### config.mk
export PLATFORM = sky130hd
export DESIGN_NAME = dram_refresh_seq
export DESIGN_NICKNAME = d
export VERILOG_FILES = /design/src/rtl/rfs_pkg.sv /design/src/rtl/rfs_cfg_regs.sv /design/src/rtl/rfs_req_latch.sv /design/src/rtl/rfs_timer.sv /design/src/rtl/dram_refresh_seq.sv
export SDC_FILE = /design/constraint.sdc
export NUM_CORES = 1
export LEC_CHECK = 0
export ABC_AREA = 1
export BUFFER_PORTS_ARGS = -buffer_cell sky130_fd_sc_hd__buf_2
export CAP_MARGIN = 10
export CORE_MARGIN = 1
export CORE_UTILIZATION = 45
export CTS_CLUSTER_DIAMETER = 120
export DETAILED_ROUTE_END_ITERATION = 6
export PLACE_DENSITY_LB_ADDON = 0.08
export SLEW_MARGIN = 20
export SYNTH_ARGS = -nofsm -noshare
export SYNTH_HDL_FRONTEND = slang
export SYNTH_SLANG_ARGS = --single-unit
### constraint.sdc
create_clock -name clk -period 1.7 [get_ports clk]
set_input_delay 0.17 -clock clk [delete_from_list [all_inputs] [get_ports clk]]
set_output_delay 0.17 -clock clk [all_outputs]
set_load 0.1 [all_outputs]
### src/rtl/rfs_pkg.sv
package rfs_pkg;
    localparam int WAIT_W   = 2;
    localparam int EXT_W    = 3;
    localparam int BASE_W   = 2;
    localparam int REN_BIT  = 0;
    localparam int WAIT_LSB = REN_BIT + 1;
    localparam int ARM_BIT  = WAIT_LSB + WAIT_W;
    localparam int EXT_LSB  = ARM_BIT + 1;
    localparam int CFG_W    = EXT_LSB + EXT_W;
    localparam int CNT_MAX  = (2 ** BASE_W) + (2 ** EXT_W) - 1;
    localparam int CNT_W    = $clog2(CNT_MAX + 1);

    typedef enum logic [2:0] {
        CMD_NOP = 3'd0,
        CMD_REF = 3'd1,
        CMD_SRE = 3'd2,
        CMD_SRX = 3'd3,
        CMD_PRE = 3'd4
    } mem_cmd_e;

    typedef enum logic [2:0] {
        ST_IDLE,
        ST_REF,
        ST_RWAIT,
        ST_SRE,
        ST_SELF,
        ST_SRX,
        ST_PRE
    } seq_state_e;
endpackage

### src/rtl/rfs_cfg_regs.sv
module rfs_cfg_regs
    import rfs_pkg::*;
(
    input  logic              clk,
    input  logic              rst,
    input  logic              we,
    input  logic [CFG_W-1:0]  wdata,
    input  logic              clr_arm,
    output logic              ref_en,
    output logic [WAIT_W-1:0] wait_cnt,
    output logic              arm,
    output logic [EXT_W-1:0]  ext,
    output logic [CFG_W-1:0]  rdata
);
    always_ff @(posedge clk) begin
        if (rst) begin
            ref_en   <= 1'b0;
            wait_cnt <= '0;
            arm      <= 1'b0;
            ext      <= '0;
        end else begin
            if (we) begin
                ref_en   <= wdata[REN_BIT];
                wait_cnt <= wdata[WAIT_LSB +: WAIT_W];
                ext      <= wdata[EXT_LSB +: EXT_W];
            end
            // hardware disarm on recovery wins over a software write
            if (clr_arm)
                arm <= 1'b0;
            else if (we)
                arm <= wdata[ARM_BIT];
        end
    end

    always_comb begin
        rdata                     = '0;
        rdata[REN_BIT]            = ref_en;
        rdata[WAIT_LSB +: WAIT_W] = wait_cnt;
        rdata[ARM_BIT]            = arm;
        rdata[EXT_LSB +: EXT_W]   = ext;
    end

    assert_disarm_R5: assert property (@(posedge clk) disable iff (rst)
        clr_arm |=> !arm);
endmodule

### src/rtl/rfs_req_latch.sv
module rfs_req_latch (
    input  logic clk,
    input  logic rst,
    input  logic set,
    input  logic clr,
    output logic pend
);
    always_ff @(posedge clk) begin
        if (rst)
            pend <= 1'b0;
        else if (clr)
            pend <= 1'b0;
        else if (set)
            pend <= 1'b1;
    end
endmodule

### src/rtl/rfs_timer.sv
module rfs_timer
    import rfs_pkg::*;
(
    input  logic             clk,
    input  logic             rst,
    input  logic             load,
    input  logic [CNT_W-1:0] load_val,
    output logic [CNT_W-1:0] cnt,
    output logic             last
);
    always_ff @(posedge clk) begin
        if (rst)
            cnt <= '0;
        else if (load)
            cnt <= load_val;
        else if (cnt != '0)
            cnt <= cnt - 1'b1;
    end

    assign last = (cnt == CNT_W'(1));
endmodule

### src/rtl/dram_refresh_seq.sv
module dram_refresh_seq
    import rfs_pkg::*;
(
    input  logic              clk,
    input  logic              rst,
    input  logic              cfg_we,
    input  logic [CFG_W-1:0]  cfg_wdata,
    output logic [CFG_W-1:0]  cfg_rdata,
    input  logic [BASE_W-1:0] pre_base,
    input  logic              refresh_tick,
    input  logic              access_busy,
    input  logic              pre_req,
    input  logic              standby_enter,
    input  logic              standby_exit,
    output logic [2:0]        mem_cmd,
    output logic              busy
);
    seq_state_e        state_q, state_d;
    logic              ref_en, arm;
    logic [WAIT_W-1:0] wait_reg, wait_snap;
    logic [EXT_W-1:0]  ext_reg, ext_snap;
    logic              clr_arm;
    logic              ref_pend, stby_pend, pre_pend;
    logic              ref_set, ref_clr, stby_set, stby_clr, pre_clr;
    logic              ref_go, sr_go, pre_go, in_self;
    logic              tmr_load, tmr_last;
    logic [CNT_W-1:0]  tmr_val, tmr_cnt;
    mem_cmd_e          cmd;

    rfs_cfg_regs u_regs (
        .clk      (clk),
        .rst      (rst),
        .we       (cfg_we),
        .wdata    (cfg_wdata),
        .clr_arm  (clr_arm),
        .ref_en   (ref_en),
        .wait_cnt (wait_reg),
        .arm      (arm),
        .ext      (ext_reg),
        .rdata    (cfg_rdata)
    );

    rfs_req_latch u_ref_pend  (.clk(clk), .rst(rst), .set(ref_set),  .clr(ref_clr),  .pend(ref_pend));
    rfs_req_latch u_stby_pend (.clk(clk), .rst(rst), .set(stby_set), .clr(stby_clr), .pend(stby_pend));
    rfs_req_latch u_pre_pend  (.clk(clk), .rst(rst), .set(pre_req),  .clr(pre_clr),  .pend(pre_pend));

    rfs_timer u_timer (
        .clk      (clk),
        .rst      (rst),
        .load     (tmr_load),
        .load_val (tmr_val),
        .cnt      (tmr_cnt),
        .last     (tmr_last)
    );

    assign in_self  = (state_q == ST_SRE) || (state_q == ST_SELF) || (state_q == ST_SRX);
    assign ref_set  = refresh_tick && ref_en && !in_self;
    assign stby_set = standby_enter && ref_en && arm;
    assign ref_go   = ref_pend || ref_set;
    assign sr_go    = (stby_pend || stby_set) && ref_en && arm;
    assign pre_go   = pre_pend || pre_req;
    assign clr_arm  = (state_q == ST_SRX);

    // next state, timer loads and request clears
    always_comb begin
        state_d  = state_q;
        tmr_load = 1'b0;
        tmr_val  = '0;
        ref_clr  = in_self;
        stby_clr = !(ref_en && arm);
        pre_clr  = 1'b0;
        unique case (state_q)
            ST_IDLE: begin
                if (!access_busy) begin
                    if (sr_go) begin
                        state_d  = ST_SRE;
                        stby_clr = 1'b1;
                        ref_clr  = 1'b1;
                    end else if (ref_go) begin
                        state_d = ST_REF;
                        ref_clr = 1'b1;
                    end else if (pre_go) begin
                        state_d  = ST_PRE;
                        pre_clr  = 1'b1;
                        tmr_load = 1'b1;
                        tmr_val  = CNT_W'(pre_base) + CNT_W'(1);
                    end
                end
            end
            ST_REF: begin
                if (wait_snap == '0) begin
                    state_d = ST_IDLE;
                end else begin
                    state_d  = ST_RWAIT;
                    tmr_load = 1'b1;
                    tmr_val  = CNT_W'(wait_snap);
                end
            end
            ST_RWAIT: if (tmr_last) state_d = ST_IDLE;
            ST_SRE:   state_d = ST_SELF;
            ST_SELF:  if (standby_exit) state_d = ST_SRX;
            ST_SRX: begin
                state_d  = ST_PRE;
                tmr_load = 1'b1;
                tmr_val  = CNT_W'(pre_base) + CNT_W'(1) + CNT_W'(ext_snap);
            end
            ST_PRE:   if (tmr_last) state_d = ST_IDLE;
            default:  state_d = ST_IDLE;
        endcase
    end

    // state register with per-sequence snapshots of the control fields
    always_ff @(posedge clk) begin
        if (rst) begin
            state_q   <= ST_IDLE;
            wait_snap <= '0;
            ext_snap  <= '0;
        end else begin
            state_q <= state_d;
            if (state_q == ST_IDLE && state_d == ST_REF) wait_snap <= wait_reg;
            if (state_q == ST_IDLE && state_d == ST_SRE) ext_snap  <= ext_reg;
        end
    end

    // outputs decoded from the state
    always_comb begin
        cmd  = CMD_NOP;
        busy = 1'b1;
        unique case (state_q)
            ST_IDLE:  busy = 1'b0;
            ST_REF:   cmd  = CMD_REF;
            ST_RWAIT: cmd  = CMD_NOP;
            ST_SRE:   cmd  = CMD_SRE;
            ST_SELF:  cmd  = CMD_NOP;
            ST_SRX:   cmd  = CMD_SRX;
            ST_PRE:   cmd  = CMD_PRE;
            default:  busy = 1'b0;
        endcase
    end
    assign mem_cmd = cmd;

    assert_ref_bus_free_R6: assert property (@(posedge clk) disable iff (rst)
        (mem_cmd == CMD_REF) |-> $past(!access_busy));
    assert_sre_enabled_R4: assert property (@(posedge clk) disable iff (rst)
        (mem_cmd == CMD_SRE) |-> $past(ref_en && arm));
    assert_srx_to_pre_R8: assert property (@(posedge clk) disable iff (rst)
        (mem_cmd == CMD_SRX) |=> (mem_cmd == CMD_PRE));
    assert_no_ref_asleep_R9: assert property (@(posedge clk) disable iff (rst)
        (state_q == ST_SELF) |=> (mem_cmd != CMD_REF));
    assert_timer_live_R1: assert property (@(posedge clk) disable iff (rst)
        ((state_q == ST_RWAIT) || (state_q == ST_PRE)) |-> (tmr_cnt != '0));
    assert_snap_held_R10: assert property (@(posedge clk) disable iff (rst)
        (state_q == ST_RWAIT) |-> $stable(wait_snap));
endmodule

Word-level counts from Yosys, hierarchy flattened --
Cells that the tools add are included.
Cells by class: mux-type cells 32, $add $sub $neg 3, equality and inequality tests 9, reduce and logical (&&, ||, !) cells 26
Operator list (count):
- 3-bit 2-to-1 mux | 10
- 3-bit case mux with 6 select lines | 1
- 1-bit 2-to-1 mux | 14
- 3-bit case mux with 4 select lines | 1
- 4-bit case mux with 3 select lines | 1
- 2-bit OR reduction | 5
- 3-bit by 2-bit equality test with 1-bit output, second input constant | 3
- 3-bit equality test, second input constant | 3
- 1-bit logical AND | 9
- 4-bit 2-to-1 mux | 2
- 3-bit by 1-bit equality test with 1-bit output, second input constant | 2
- 6-bit OR reduction | 1
- 1-bit logical OR | 5
- 3-bit by 3-bit adder with 4-bit output | 1
- 4-bit by 1-bit equality test with 1-bit output, second input constant | 1
- 2-bit 2-to-1 mux | 2
- 4-bit nonzero test | 1
- 4-bit by 1-bit subtractor with 4-bit output, second input constant | 1
- 2-bit by 1-bit adder with 3-bit output, second input constant | 1
- 3-bit logical NOT | 1
- 1-bit case mux with 3 select lines | 1
- 1-bit logical NOT | 2
- 2-bit logical NOT | 1
- 2-bit nonzero test | 1
Storage, ports and cells: output and inout bits 11, input port bits 17, register bits 22

Logic depth before layout (Yosys ltp) --
Gate-level depths: netlist of run 1.
word-level depth 12, depth in mapped cells 12, depth with buffers taken out 12

Hierarchy --
From an unflattened synthesis of run 1, not the netlist that was laid out.
Unflattened totals: cells, all modules 222, area, all modules 1506.4 sq um
Modules (own cells, without submodules):
- dram_refresh_seq | seq. area each 160.2 sq um, area each 770.7 sq um, cells each 111, instances 1
- rfs_cfg_regs | seq. area each 140.1 sq um, area each 342.8 sq um, cells each 52, instances 1
- rfs_timer | seq. area each 80.1 sq um, area each 276.5 sq um, cells each 41, instances 1
- rfs_req_latch | seq. area each 20.0 sq um, area each 38.8 sq um, cells each 6, instances 3

Worst setup path after synthesis of run 1 --
No wires, ideal clock.
path type register -> output, start register state_q[2], end output mem_cmd[1], slack -1.061 ns, arrival time 2.591 ns, cell stages (with the launch flop) 5, cells stage by stage dfxtp_1 > inv_2 > nand2_2 > inv_1 > nor3_1
On the way: cells in the longest elaborated chain, start to end 2, elaborated cells between the ends (all ways) 5
RTL lines:
- from (decl) | line dram_refresh_seq.sv:18 | seq_state_e state_q, state_d;
- from (signal assigned) | line dram_refresh_seq.sv:119 | state_q <= state_d;
- 3-bit equality test, or another cell as far along | line dram_refresh_seq.sv:129 | unique case (state_q)
- 3-bit case mux with 4 select lines (*) | line dram_refresh_seq.sv:129
- to (decl) | line dram_refresh_seq.sv:15 | output logic [2:0] mem_cmd,
Mark *: on every way between the ends. The rest lies on a longest branch, timed or not.

Worst setup path in the final report of run 1 --
start register state_q[1], end output mem_cmd[2]
The elaborated chain is that of the path after synthesis.

==> flow_summary.yaml, run 1 <==
layout:
  final_nets: 230
  drive_above_1_share: 0.266
  largest_reg_flops: 4
  nFillCells: 263
  n_antenna_cell: 0
  final_area_sq_um: 1470
  regMostFlops: "u_timer.cnt"
  final_cells: 233
  final_util: 0.572
  area_growth_pct: 16.7
routing:
  drc: 0
  dr.pass1.iters: 4
  vias_per_cell: 4.95
  vias: 1154
  routed_wl_um: 2630
  drt_iter0_drc: 13
  drt-wirelength-per-cell_um: 11.3
  ant_nets: 0
floorplan:
  initial_utilization: 0.490
  io_pins: 28
  die-area_sq_um: 3010
  rows: 18
  dieWidth_um: 54.9
  die_h_um: 54.9
  coreArea_sq_um: 2570
yosys:
  synth_top_area_share: 0.350
  netlist_area_sq_um: 1260
  synth_area_leaders: "dfxtp_1, nand2_1, nor2_1, ha_1, inv_1"
  ys_top_cells_by_count: "nand2_1, nor2_1, inv_1"
  synth_most_common_cell: "nand2_1"
  ys_types: 28
  ys_seq_area_frac: 0.350
  ys_ff_latch: 22
  yosys.area.top_type: "dfxtp_1"
  synth-async-reset-ratio: 0
  synth_ff_type: "dfxtp_1"
  synth_edf_count: 0
  syn_nets: 202
  synth_area_per_cell_sq_um: 7.10
  syn_inst: 177
  yosys_warnings: 0
placed_design:
  placed_area_sq_um: 1440
  dpl.cell_count: 230
  portBuffers: 27
  pre_cts_slack_ns: 0.0492
  hpwl_um: 2060
  gp_routability_congestion: 0.826
grt:
  grt_max_degree: 15
  grt_pass1_wl_um: 4640
  antenna_found_initial: 0
  grt.overflow.total: 0
  grt_usage: 0.215
  first_global_vias: 1178
setup_path:
  r2r_start: "state_q[1]"
  slowest_delay_ns: 0.44
  end_kind: "primary output"
  crit_start: "state_q[1]"
  reg2reg_to: "ext_snap[0]"
  r2r_cells: 7
  required_ns: 1.53
  slowest_stage: "buf_2"
  critPathLaunchType: "flip-flop"
  path_class: "reg2out"
  reg2reg_slack_ns: 0.19
  crit_chain: "nand2_1, nor2_2, buf_2"
  path_max_fanout: 4
  arrival_ns: 1.39
clock_network:
  clk_latency_ns: 0.31
  path_clk_slew_ns: 0.11
  clock_sinks: 22
  cts_buffers: 3
  postCtsSetupBuffers: 0
  ctsHtreeMaxLevel: 1
  cts_buffer_depth: 2
  cts_tree: "done"
  root_buffer: "clkbuf_4"
timing:
  worst_slew_pin_slew_ns: 0.486
  fin_skew_ns: 0.00688
  rsz0062_at_grt: "false"
  slew_headroom: 0.678
  post-route-period-util: 0.920
  fin_crit_ns: 1.56
  setup_viol: 0
  max_freq_mhz: 639
  hold_viol_final: 0
  fin_ws_ns: 0.135
  slew_violations: 0
status:
  status: "finished clean"
pwr:
  powerDensity_nw_per_um2: 1250
  p_leak_nw: 0.745
  peakVddDrop_mv: 1.02
  p_total_mw: 1.83
worst_hold_path:
  worstHoldStart: "cfg_wdata[0]"
  whs_path_depth: 3
  hold_path.class: "in2reg"
  holdPathEnd: "u_regs.ref_en"
flow_run:
  cap_violations: 0
[power breakdown]
part	switching (mW)	leakage [nW]	internal, mW
Clock	0.158	0.0138	0.0830
Sequential	0.0664	0.182	0.595
Combinational	0.642	0.549	0.286
Total	0.866	0.745	0.964
[cell usage in the layout, fill, tap and decap left out]
master,instances
nor2_4,1
a21oi_2,1
inv_1,22
dfxtp_2,2
fa_1,1
o21ai_4,1
nor3_1,3
nand2_1,29
a21oi_1,12
nand3b_1,1
buf_12,1
xnor2_1,2
clkinvlp_4,1
inv_2,5
ha_1,7
o211ai_1,1
clkbuf_4,4
nand4_1,1
nor4_1,1
nor2_2,2
buf_4,1
a31oi_1,3
nand2_2,7
nor3_2,1
dfxtp_1,20
nand3_1,11
buf_2,24
nand3_2,2
nor2_1,24
o21ai_0,8
xor2_1,1
clkinv_1,1
nand3_4,1
o31ai_1,1
[per-stage QoR]
stage / hold slack [ns] / TNS (ns)
2_1_floorplan: 0.305 / -0.317
3_3_place_gp: 0.392 / 0
3_5_place_dp: 0.404 / 0
4_1_cts: 0.0798 / 0
5_1_grt: 0.100 / 0
6_report: 0.0796 / 0
[worst max path at each step]
stage | to | slack, ns | cells past startpoint
after global routing | ext_snap[1] | 0.02 | 7
final | mem_cmd[2] | 0.14 | 3
after global placement | u_timer.cnt[1] | 0.10 | 9
after CTS | busy | 0.001 | 5
after detailed placement | u_timer.cnt[1] | 0.05 | 9
after floorplan | mem_cmd[1] | -0.26 | 2
[kinds of logic (layout without fill, tap and decap cells)]
group / Yosys count / after routing / synth area share
and+or+nand+nor: 84 / 84 / 0.315
buffers and inverters: 33 / 59 / 0.104
adders and majority gates: 8 / 8 / 0.0856
AOI/OAI and AO/OA: 27 / 27 / 0.123
xor gates and xnor gates: 3 / 3 / 0.0209
DFF: 22 / 22 / 0.350
[layer usage]
metal | share of wire | vias to the layer above | track usage | wire (um)
li1 | - | 615 | - | -
met3 | 0.041 | 7 | 0.0306 | 109
met4 | 0.022 | 0 | 0.111 | 57
met1 | 0.47 | 500 | 0.238 | 1240
met2 | 0.47 | 32 | 0.390 | 1220
met5 | 0 | - | 0 | 0
[critical path, delay by kind of cell (launching register included)]
family / cells / cell delay (ns)
AND/OR/NAND/NOR: 2 / 0.25
flip-flops: 1 / 0.40
buffers and inverters: 1 / 0.44
[repair_timing]
| action | in CTS | in global routing |
|---|---|---|
| pin swaps | 0 | 0 |
| resized for setup | 1 | 3 |
| setup endpoints to repair | 1 | 3 |
| hold buffers | 0 | 0 |
[area by class of cell]
type	instances	area [sq um]	area share
Tap cell	30	37.5	0.0256
Clock buffer	3	22.5	0.0153
Timing Repair Buffer	27	155	0.106
Inverter	29	113	0.0767
Multi-Input combinational cell	122	697	0.475
Sequential cell	22	443	0.302
Note: power is estimated with default switching activity, not from simulation.
==> inputs of run 2 (changes only) <==
CORE_MARGIN = 5   (was 1)
==> run 2 against run 1 <==
Wire length is 1.9% higher; worst hold slack worse by 0.011 ns; clock power is 66% higher; critical path type unchanged.
==> flow_summary.yaml, run 2 (synthesized netlist as in run 1, its figures left out) <==
routing:
  drc: 0
  ant_nets: 0
  drt-wirelength-per-cell_um: 11.4
  vias: 1149
  vias_per_cell: 4.89
  routed_wl_um: 2680
  dr.pass1.iters: 4
  drt_iter0_drc: 34
grt:
  gr-usage-met2: 0.238
  antenna_found_initial: 0
  grt_usage: 0.139
  grt-busiest-layer: "met2"
  grt.overflow.total: 0
  grt_use_met1: 0.169
  grt_pass1_wl_um: 4540
  grtUsageMet3: 0.0342
  first_global_vias: 1068
  grt_max_degree: 15
clock_network:
  ctsHtreeMaxLevel: 1
  cts_resized: 2
  postCtsSetupBuffers: 0
  clock_sinks: 22
  clk_latency_ns: 0.31
  cts_buffers: 3
  root_buffer: "clkbuf_4"
  postCtsHoldBufs: 0
  path_clk_slew_ns: 0.13
  cts_tree: "done"
  cts_buffer_depth: 2
layout:
  n_antenna_cell: 0
  final_common_cell: "nand2_1"
  final_area_sq_um: 1500
  largest_reg_flops: 4
  final_cell_mix: "nand2_1, nor2_1, buf_2"
  drive_above_1_share: 0.270
  area_growth_pct: 19.2
  final_nets: 230
  regMostFlops: "u_timer.cnt"
  final_cells: 235
timing:
  slew_headroom: 0.676
  hold_viol_final: 0
  rsz0062_at_grt: "false"
  max_freq_mhz: 634
  slew_violations: 0
  fin_crit_ns: 1.58
  setup_viol: 0
  holdWs_ns: 0.0689
  fin_skew_ns: 0.0144
  post-route-period-util: 0.928
  finalSetupTns_ns: 0
  worst_slew_pin_slew_ns: 0.489
worst_hold_path:
  holdPathEnd: "u_regs.ref_en"
  worstHoldStart: "cfg_wdata[0]"
  hold_path.class: "in2reg"
  whs_path_depth: 3
floorplan:
  dieWidth_um: 62.9
  rows: 19
  initial_utilization: 0.464
  io_pins: 28
  die-area_sq_um: 3950
  die_h_um: 62.9
  coreArea_sq_um: 2710
setup_path:
  crit_family: "buffers and inverters"
  path_max_fanout: 5
  path_class: "reg2out"
  slowest_delay_ns: 0.44
  r2r_start: "state_q[1]"
  r2r_cells: 7
  reg2reg_to: "ext_snap[2]"
  arrival_ns: 1.41
  required_ns: 1.53
  cp_num_buf_inv: 1
  critPathLaunchType: "flip-flop"
  reg2reg_slack_ns: 0.18
  slowest_stage: "buf_2"
  crit_chain: "nand2_1, nor2_2, buf_2"
  end_kind: "primary output"
pwr:
  p_leak_nw: 0.759
  powerDensity_nw_per_um2: 1330
  peakVddDrop_mv: 0.949
placed_design:
  dpl.cell_count: 231
  portBuffers: 27
  hpwl_um: 2150
  placed_area_sq_um: 1440
  gp_routability_congestion: 0.772
status:
  status: "finished clean"
flow_run:
  cap_violations: 0
## run 2: final cells by class
cell class	instances	area [sq um]
clock buffer	3	22.5
clock inverter	1	30.0
fill	275	1210
inverter	29	113
multi-input combinational	122	697
sequential	22	443
tap	31	38.8
timing repair buffer	27	155
## run 2: tightest hold or removal path, delay by kind of cell
kind	cells	cell delay, ns
and+or+nand+nor	2	0.11
buffers and inverters	1	0.07
## run 2: worst max-delay path by stage
stage / startpoint / to / slack (ns) / depth (start not counted)
floorplan: state_q[0] / mem_cmd[1] / -0.26 / 2
CTS: state_q[2] / mem_cmd[2] / 0.02 / 3
global placement: pre_base[0] / u_timer.cnt[1] / 0.10 / 9
finish: state_q[2] / mem_cmd[2] / 0.12 / 3
global route: state_q[1] / ext_snap[1] / 0.008 / 7
detailed placement: pre_base[0] / u_timer.cnt[1] / 0.06 / 9
## run 2: stage by stage
step | util | setup slack [ns] | total power, mW
after global routing | 0.553 | 0.00843 | 2.14
after global placement | 0.531 | 0.102 | 1.58
final | 0.553 | 0.123 | 1.99
after detailed placement | 0.531 | 0.0593 | 1.59
after floorplan | - | -0.260 | 1.43
after CTS | 0.552 | 0.0242 | 2.01
## run 2: where the power goes
| group | internal [mW] | switching, mW |
|---|---|---|
| sequential | 0.595 | 0.0650 |
| clock | 0.238 | 0.160 |
| combinational | 0.288 | 0.644 |
## run 2: per-layer routing
metal	share of wire	up-vias
met4	0.010	0
met1	0.47	506
li1	-	620
met3	0.050	4
met2	0.47	19
met5	0	-
